**config.mk**
```make
export PLATFORM = sky130hd
export DESIGN_NAME = fpsc_top
export DESIGN_NICKNAME = d
export VERILOG_FILES = /design/src/rtl/fpsc_pkg.sv /design/src/rtl/fpsc_exc_merge.sv /design/src/rtl/fpsc_mode_decode.sv /design/src/rtl/fpsc_top.sv
export SDC_FILE = /design/constraint.sdc
export NUM_CORES = 1
export LEC_CHECK = 0
export BUFFER_PORTS_ARGS = -buffer_cell sky130_fd_sc_hd__buf_4
export CAP_MARGIN = 15
export CORE_MARGIN = 4
export CORE_UTILIZATION = 37
export CTS_CLUSTER_DIAMETER = 50
export DETAILED_ROUTE_END_ITERATION = 8
export PLACE_DENSITY = 0.79
export SYNTH_ARGS = -nofsm -noshare
export SYNTH_HDL_FRONTEND = slang
export SYNTH_SLANG_ARGS = --single-unit
export TNS_END_PERCENT = 5
```
**constraint.sdc**
```tcl
create_clock -name clk -period 1.3 [get_ports clk]
set_clock_uncertainty 0.2 [all_clocks]
set_input_delay 0.13 -clock clk [delete_from_list [all_inputs] [get_ports clk]]
set_output_delay 0.13 -clock clk [all_outputs]
set_load 0.01 [all_outputs]
```
**src/rtl/fpsc_pkg.sv**
```systemverilog
package fpsc_pkg;

  localparam int EXC_N     = 5;
  localparam int CSR_W     = 32;
  localparam int CAUSE_W   = EXC_N + 1;
  localparam int RM_W      = 2;
  localparam int PAD_W     = CSR_W - RM_W - 2*EXC_N - CAUSE_W - 1;
  localparam logic [CSR_W-1:0] WR_MASK = 32'h0007_FFFF;
  localparam logic [RM_W-1:0]  RM_TRUNC = 2'd1;

  typedef logic [EXC_N-1:0] exc_t;

  typedef struct packed {
    logic [PAD_W-1:0]   pad;
    logic               dn;
    logic [CAUSE_W-1:0] cause;
    exc_t               en;
    exc_t               flags;
    logic [RM_W-1:0]    rm;
  } csr_t;

endpackage

```
**src/rtl/fpsc_exc_merge.sv**
```systemverilog
module fpsc_exc_merge
  import fpsc_pkg::*;
(
  input  csr_t cur,
  input  exc_t exc,
  output csr_t nxt,
  output logic trap_hit
);
  localparam int N = EXC_N;

  logic       any_exc;
  logic [N-1:0] cause_or;
  logic [N-1:0] hit;

  assign any_exc = |exc;

  genvar g;
  generate
    for (g = 0; g < N; g++) begin : g_bit
      assign cause_or[g] = cur.cause[g] | exc[g];
      assign hit[g]      = cause_or[g] & cur.en[g];
    end
  endgenerate

  always_comb begin
    nxt       = cur;
    nxt.flags = exc;
    trap_hit  = 1'b0;
    if (any_exc) begin
      nxt.cause[N-1:0] = cause_or;
      trap_hit         = |hit;
    end
  end
endmodule

```
**src/rtl/fpsc_mode_decode.sv**
```systemverilog
module fpsc_mode_decode
  import fpsc_pkg::*;
(
  input  csr_t word,
  output logic round_to_zero,
  output logic flush_to_zero
);
  assign round_to_zero = (word.rm == RM_TRUNC);
  assign flush_to_zero = word.dn;
endmodule

```
**src/rtl/fpsc_top.sv**
```systemverilog
module fpsc_top
  import fpsc_pkg::*;
#(
  parameter int              VEC_W    = 12,
  parameter logic [VEC_W-1:0] TRAP_VEC = 12'h120
) (
  input  logic             clk,
  input  logic             rst_n,
  input  logic             csr_wr_en,
  input  logic [31:0]      csr_wr_data,
  output logic [31:0]      csr_rdata,
  input  logic             op_valid,
  output logic             op_ready,
  input  logic [4:0]       op_exc,
  output logic             round_to_zero,
  output logic             flush_to_zero,
  output logic             trap_req,
  output logic [VEC_W-1:0] trap_code
);
  csr_t csr_q;
  csr_t csr_merged;
  logic trap_hit;
  logic trap_q;
  logic accept;

  assign op_ready = !csr_wr_en;
  assign accept   = op_valid && op_ready;

  fpsc_exc_merge u_merge (
    .cur      (csr_q),
    .exc      (op_exc),
    .nxt      (csr_merged),
    .trap_hit (trap_hit)
  );

  fpsc_mode_decode u_mode (
    .word          (csr_q),
    .round_to_zero (round_to_zero),
    .flush_to_zero (flush_to_zero)
  );

  // write first; a report waits while a write is presented
  always_ff @(posedge clk) begin
    if (!rst_n) begin
      csr_q  <= '0;
      trap_q <= 1'b0;
    end else begin
      trap_q <= accept && trap_hit;
      if (csr_wr_en)   csr_q <= csr_t'(csr_wr_data & WR_MASK);
      else if (accept) csr_q <= csr_merged;
    end
  end

  assign csr_rdata = csr_q;
  assign trap_req  = trap_q;
  assign trap_code = trap_q ? TRAP_VEC : '0;
endmodule

```
; Word level (Yosys, flattened, before mapping)
; Index checks and enable logic that the tools add are counted.
[classes]
div = 0
muxes = 5
n_mul = 0
n_shift = 0
eq_ne = 1
n_lt_le_gt_ge = 0
bitwise_logic = 10
add_sub_neg = 0
n_reduce_logical = 8
[op_table]
columns = op, count
row1 = $mux 19, 1
row2 = $mux 17, 1
row3 = $reduce_or 5->1, 2
row4 = $mux 9, 1
row5 = $and 1x1->1, 5
row6 = $mux 5, 1
row7 = $or 1x1->1, 5
row8 = $reduce_bool 2->1, 2
row9 = $eq 2x1->1 const B, 1
row10 = $logic_and 1x1->1, 2
row11 = $reduce_and 2->1, 1
row12 = $logic_not 1->1, 1
row13 = $mux 1, 1
[totals]
inputBits = 41
reg_bits = 20
latchBits = 0
mem_bits_ro = 0
output_inout_bits = 48
ram_bits = 0
memories = 0
wordCells = 31

; Longest topological paths before layout
; Gate-level depths: netlist (run 1).
[depth]
ltp_word = 5
ltp_mapped = 5
depth_no_buf = 3

; Hierarchy
; Synthesis (run 1) repeated with hierarchy kept, for this count alone.
[hier_totals]
hier_cells = 183
area_unflattened_um2 = 1793.0
[by_module_without_submodules]
columns = mod, area_per_inst_um2, cells_each, instances, seq_area_each_um2
row1 = fpsc_top, 1492.7, 144, 1, 660.6
row2 = fpsc_exc_merge, 279.0, 37, 1, 0.0
row3 = fpsc_mode_decode, 21.3, 2, 1, 0.0

; Worst setup path before layout (run 1)
; OpenSTA, ideal clock, no wires.
[synth_path]
path_type = in2reg
startpoint = input port op_exc[2]
endpoint = register trap_q (netlist: trap_req)
path_buffers = 0
arrival_ns = 0.853
setup_time_ns = 0.122
cell_stages = 3
required_ns = 0.978
slack_ns = 0.126
cell_sequence = or4_1 -> o2111ai_1 -> a21oi_1
[synth_between]
elab_chain_len = 5
elab_cells_between_ends = 6
cone_classes = 1 x mux / 2 x bitwise / 3 x reduce/logical
[synth_rtl]
columns = element, line_no
row1 = from (decl), fpsc_top.sv:14  ; input logic [4:0] op_exc,
row2 = $or 1x1->1, fpsc_exc_merge.sv:20  ; assign cause_or[g] = cur.cause[g] | exc[g];
row3 = $and 1x1->1, fpsc_exc_merge.sv:21  ; assign hit[g] = cause_or[g] & cur.en[g];
row4 = $reduce_or 5->1, fpsc_exc_merge.sv:31  ; trap_hit = |hit;
row5 = $mux 1 *, fpsc_exc_merge.sv:29  ; if (any_exc) begin
row6 = $logic_and 1x1->1 *, fpsc_top.sv:48  ; trap_q <= accept && trap_hit;
row7 = to (signal assigned), fpsc_top.sv:48
row8 = to (decl), fpsc_top.sv:23  ; logic trap_q;
; Every way passes the cells marked *; elsewhere a longest branch is shown, timed or not.
; A chain may end at the register's enable or synchronous reset.

; Worst setup path in the final report (run 1)
[layout_path]
startpoint = input port op_exc[3]
endpoint = register trap_q (netlist: trap_req)
; Same word-level chain as after synthesis.

==> impl_metrics.yaml, run 1 <==
status:
  status: "complete, no violations"
power:
  pwr-share-comb_pct: 26.5
  pwr-share-clk_pct: 25.3
  power_switching_uw: 380
  vdd_ir_drop_max_uv: 560
  internal_power_uw: 1040
  leakagePower_uw: 0.000791
  sequentialPowerShare_pct: 48.2
  p_per_area_nw_per_um2: 881
  switching_share_pct: 26.8
  totalPowerFinal_uw: 1420
placed_design:
  placed_area_um2: 1330
  portBuffers: 52
  place_hpwl_mm: 1.95
  dp_cells: 188
  gp_congestion: 0.763
  pre_cts_slack_ps: -27.6
clock_tree:
  cts-root-buf: "clkbuf_4"
  worstSkewPairLatency_ps: 290
  cts_sinks: 20
  htreeDepth: 1
  numCtsBuffers: 3
  cts_tree: "built"
  clock_path_buffers: 2
  clk_pin_slew_ps: 110
worst_setup_path:
  crit_fanout: 4
  cp.arrival_ps: 1280
  cp-end-kind: "register"
  start_kind: "input port"
  crit_type: "input port to register"
  crit_required_ps: 1290
floorplanning:
  core_um2: 2540
  die-area_um2: 3650
  initial_utilization_pct: 39.9
  rows: 18
  io_pins: 89
  die_w_um: 60.4
  die_y_um: 60.4
sta:
  rsz0062_at_grt: "no"
  hold_viol: 0
  slew_viol_final: 0
  fmax_ghz: 0.772
  setup_viol: 0
  setup_ws_ps: 4.41
  period_share_pct: 99.7
  fin_crit_ps: 1300
global_routing:
  grt_overflow_total: 0
  antenna_found_initial: 0
  grt_max_degree: 23
  grt_pass1_vias: 911
  grt_pass1_wl_mm: 4.04
  grt_usage_pct: 14.8
logic_synthesis:
  syn-cell-area_um2: 1020
  syn_inst: 112
  avgSynthCellArea_um2: 9.07
  synth-seq-area-share_pct: 39.4
  yosysUniqueCellTypes: 13
  yosys_register_bits: 20
  ys_warn_count: 0
detailed_routing:
  via_count: 958
  viasPerCell: 4.44
  wl_per_cell_um: 13.1
  antenna_left: 0
  wl_met1_mm: 1.06
  met2WireLength_mm: 1.48
  drcViolationCount: 0
  routed-wl-met3_um: 243
  dr.first_iter.drc_count: 15
  drt_first_pass_iters: 4
  top_layer: "met4"
  wirelength_mm: 2.82
worst_hold_path:
  hold_path.class: "input port to register"
final_layout:
  layout_common_cells: "buf_4, conb_1, dlygate4sd3_1"
  mostFrequentLayoutCell: "buf_4"
  final_util_pct: 63.1
  syn2layout_area_growth_pct: 58.1
  n_antenna_cell: 0
  drive_gt1_share_pct: 33.3
  stdcell_area_um2: 1610
  fin_cells: 216
  nNetsFinal: 228
flow_run:
  timing.max_cap.violations: 0
per-stage QoR:
stage	setup TNS (ps)	hold WS [ps]
after CTS	0	9.77
after detailed placement	-27.6	199
final	0	23.8
after global placement	-27.0	192
after floorplan	0	99.5
after global routing	0	20.0
critical path: stages:
cell	delay (ps)
dlygate4sd3_1	530
buf_4	150
o21ai_0	180
and4_1	220
a21oi_1	60
state kept, by name (all words and copies together), names as in the netlist:
signal	flops
trap_req	1
csr_rdata	19
power groups by stage:
stage,Clock (µW),Sequential [µW],Combinational [µW]
after floorplan,0,711,187
after global placement,0,693,308
after detailed placement,0,696,314
after CTS,368,682,370
after global routing,394,688,407
final,358,682,376
final cells by class:
type	count	area, µm²
Inverter	1	3.75
Clock buffer	4	36.3
Sequential cell	20	402
Tap cell	30	37.5
Fill cell	234	938
Multi-Input combinational cell	81	469
Timing Repair Buffer	80	658
cell usage after synthesis:
| master | instances | area [µm²] |
|---|---|---|
| buf_4 | 27 | 203 |
| dfxtp_1 | 20 | 400 |
| a21oi_1 | 16 | 80.1 |
| o21ai_0 | 15 | 75.1 |
| mux2i_1 | 14 | 140 |
| nor2b_1 | 10 | 62.6 |
| buf_2 | 3 | 15.0 |
| clkbuf_1 | 2 | 7.51 |
| and4_1 | 1 | 8.76 |
| conb_1 | 1 | 3.75 |
| inv_1 | 1 | 3.75 |
| o2111ai_1 | 1 | 8.76 |
| or4_1 | 1 | 7.51 |
metal layers:
metal | vias up | GRT usage (%)
met5 | - | 0
met4 | 0 | 6.33
met3 | 4 | 1.91
met2 | 45 | 28.1
met1 | 427 | 16.2
li1 | 482 | -
worst paths after layout:
check / slack, ps / to / cells past startpoint / from
hold / removal: 20 / csr_rdata[12] / 4 / op_exc[0]
setup reg to reg: 170 / trap_req / 3 / csr_rdata[15]
hold reg to reg: 330 / trap_req / 2 / csr_rdata[9]
setup / recovery: 4 / trap_req / 5 / op_exc[3]
cell families after synthesis:
family                 after synthesis  share of synthesized area [%]
AO/OA/AOI/OAI                       32                           16.1
buffers and inverters               33                           22.5
flip-flops                          20                           39.4
multiplexers                        14                           13.8
other                                1                          0.369
AND/OR/NAND/NOR                     12                           7.76
timing repair:
| action | 4_1_cts | 5_1_grt |
|---|---|---|
| endpoints found under the hold margin | 20 | 0 |
| setup buffers | 0 | 1 |
| gates resized for setup | 0 | 1 |
| endpoints found under the setup margin | 0 | 1 |
| hold buffers | 23 | 0 |
Power figures use the tool's default switching activity.
==> inputs of run 2 (changes only) <==
--- a/config.mk
+++ b/config.mk
@@ -7,11 +7,13 @@
 export LEC_CHECK = 0
 export BUFFER_PORTS_ARGS = -buffer_cell sky130_fd_sc_hd__buf_4
 export CAP_MARGIN = 15
+export CORE_ASPECT_RATIO = 2
 export CORE_MARGIN = 4
 export CORE_UTILIZATION = 37
 export CTS_CLUSTER_DIAMETER = 50
 export DETAILED_ROUTE_END_ITERATION = 8
 export PLACE_DENSITY = 0.79
+export RECOVER_POWER = 100
 export SYNTH_ARGS = -nofsm -noshare
 export SYNTH_HDL_FRONTEND = slang
 export SYNTH_SLANG_ARGS = --single-unit
==> impl_metrics.yaml, run 2 (same netlist as run 1, synthesis figures left out) <==
status:
  status: "complete, no violations"
placed_design:
  placed_area_um2: 1340
  place_hpwl_mm: 2.11
  pre_cts_slack_ps: -39.4
  portBuffers: 52
  gp_congestion: 0.724
power:
  leakagePower_uw: 0.000677
  sequentialPowerShare_pct: 49.2
  switching_share_pct: 26.0
  pwr-share-comb_pct: 23.6
  totalPowerFinal_uw: 1380
  pwr-share-clk_pct: 27.2
  p_per_area_nw_per_um2: 932
  power_switching_uw: 360
  internal_power_uw: 1020
  vdd_ir_drop_max_uv: 538
final_layout:
  drive_gt1_share_pct: 19.8
  mostFrequentLayoutCell: "clkbuf_1"
  layout_common_cells: "clkbuf_1, conb_1, dfxtp_1, dlygate4sd3_1, clkbuf_4"
  n_antenna_cell: 0
  stdcell_area_um2: 1490
  syn2layout_area_growth_pct: 46.2
  final_util_pct: 57.1
  nNetsFinal: 225
  fillCellCount: 276
  largest_register_ffs: 19
sta:
  setup_viol: 0
  hold_viol: 0
  fin_crit_ps: 1290
  final.setup.tns_ps: 0
  fmax_ghz: 0.778
  period_share_pct: 98.9
  slew_viol_final: 0
  rsz0062_at_grt: "no"
  setup_ws_ps: 14.3
floorplanning:
  initial_utilization_pct: 39.0
  io_pins: 89
  die_w_um: 45.1
  core_um2: 2600
  die-area_um2: 3700
  die_y_um: 82.1
  rows: 26
detailed_routing:
  drt_first_pass_iters: 4
  wl_per_cell_um: 13.0
  viasPerCell: 4.48
  drcViolationCount: 0
  antenna_left: 0
  dr.first_iter.drc_count: 6
  wirelength_mm: 2.73
  via_count: 940
worst_setup_path:
  cp.arrival_ps: 1220
  crit_required_ps: 1230
  crit_type: "input port to register"
  crit_fanout: 4
  cp-end-kind: "register"
  start_kind: "input port"
global_routing:
  grt_pass1_vias: 917
  grt_usage_pct: 14.6
  grt_overflow_total: 0
  grt_pass1_wl_mm: 4.11
  grt_max_degree: 23
  busiest_layer: "met2"
  use_met2_pct: 28.0
  met3_usage_pct: 1.95
  grt_util_met1_pct: 15.9
  antenna_found_initial: 0
clock_tree:
  clock_path_buffers: 2
  cts_tree: "built"
  ctsResizeCount: 0
  htreeDepth: 1
  cts-root-buf: "clkbuf_8"
  worstSkewPairLatency_ps: 240
  numCtsBuffers: 3
  clk_pin_slew_ps: 60
  cts_sinks: 20
worst_hold_path:
  hold_path.class: "input port to register"
flow_run:
  timing.max_cap.violations: 0
run 2: cell count changes in the layout (fill, tap and decap cells not counted):
cell	change
buf_4	-42
clkbuf_2	+1
dfxtp_1	+1
dfxtp_2	-1
clkbuf_1	+24
dlygate4sd3_1	-3
clkbuf_4	+14
clkbuf_8	+2
run 2: worst paths after layout:
kind                    to  cells past startpoint  slack, ps          start
max reg2reg       trap_req                      3        200  csr_rdata[13]
max               trap_req                      5         10      op_exc[3]
min reg2reg  csr_rdata[17]                      2        340  csr_rdata[17]
min          csr_rdata[16]                      3         20      op_exc[4]
run 2: critical path: stages:
cell	delay, ps
dlygate4sd3_1	540
buf_4	150
o21ai_0	120
and4_1	210
a21oi_1	60
run 2: stage by stage:
| step | hold slack [ps] | cells |
|---|---|---|
| floorplan | 99.5 | 134 |
| global placement | 192 | 187 |
| detailed placement | 201 | 187 |
| global route | 22.8 | 210 |
| finish | 18.3 | 210 |
| CTS | 13.7 | 210 |
run 2: area by class of cell:
cell class | count | area [µm²] | share of cell area (%)
inverters | 1 | 3.75 | 0.253
multi-input cells | 81 | 469 | 31.6
well taps | 28 | 35.0 | 2.36
flip-flops and latches | 20 | 400 | 27.0
repair buffers | 77 | 536 | 36.1
clock buffers | 3 | 41.3 | 2.78
run 2: repair_timing:
action                                  4_1_cts  5_1_grt
hold buffers                                 20        0
endpoints found under the hold margin        19        0
setup buffers                                 0        0
endpoints found under the setup margin        0        0
run 2: metal layers:
metal  part of all wire, %  vias up
li1                      -      477
met1                    35      406
met2                    53       55
met3                    12        2
met4                  0.29        0
met5                     0        -
run 2: power by group through the flow:
stage / combinational (µW) / sequential [µW] / clock (µW)
2_1_floorplan: 187 / 711 / 0
3_3_place_gp: 311 / 692 / 0
3_5_place_dp: 318 / 696 / 0
4_1_cts: 366 / 682 / 394
5_1_grt: 361 / 687 / 426
6_report: 327 / 681 / 376
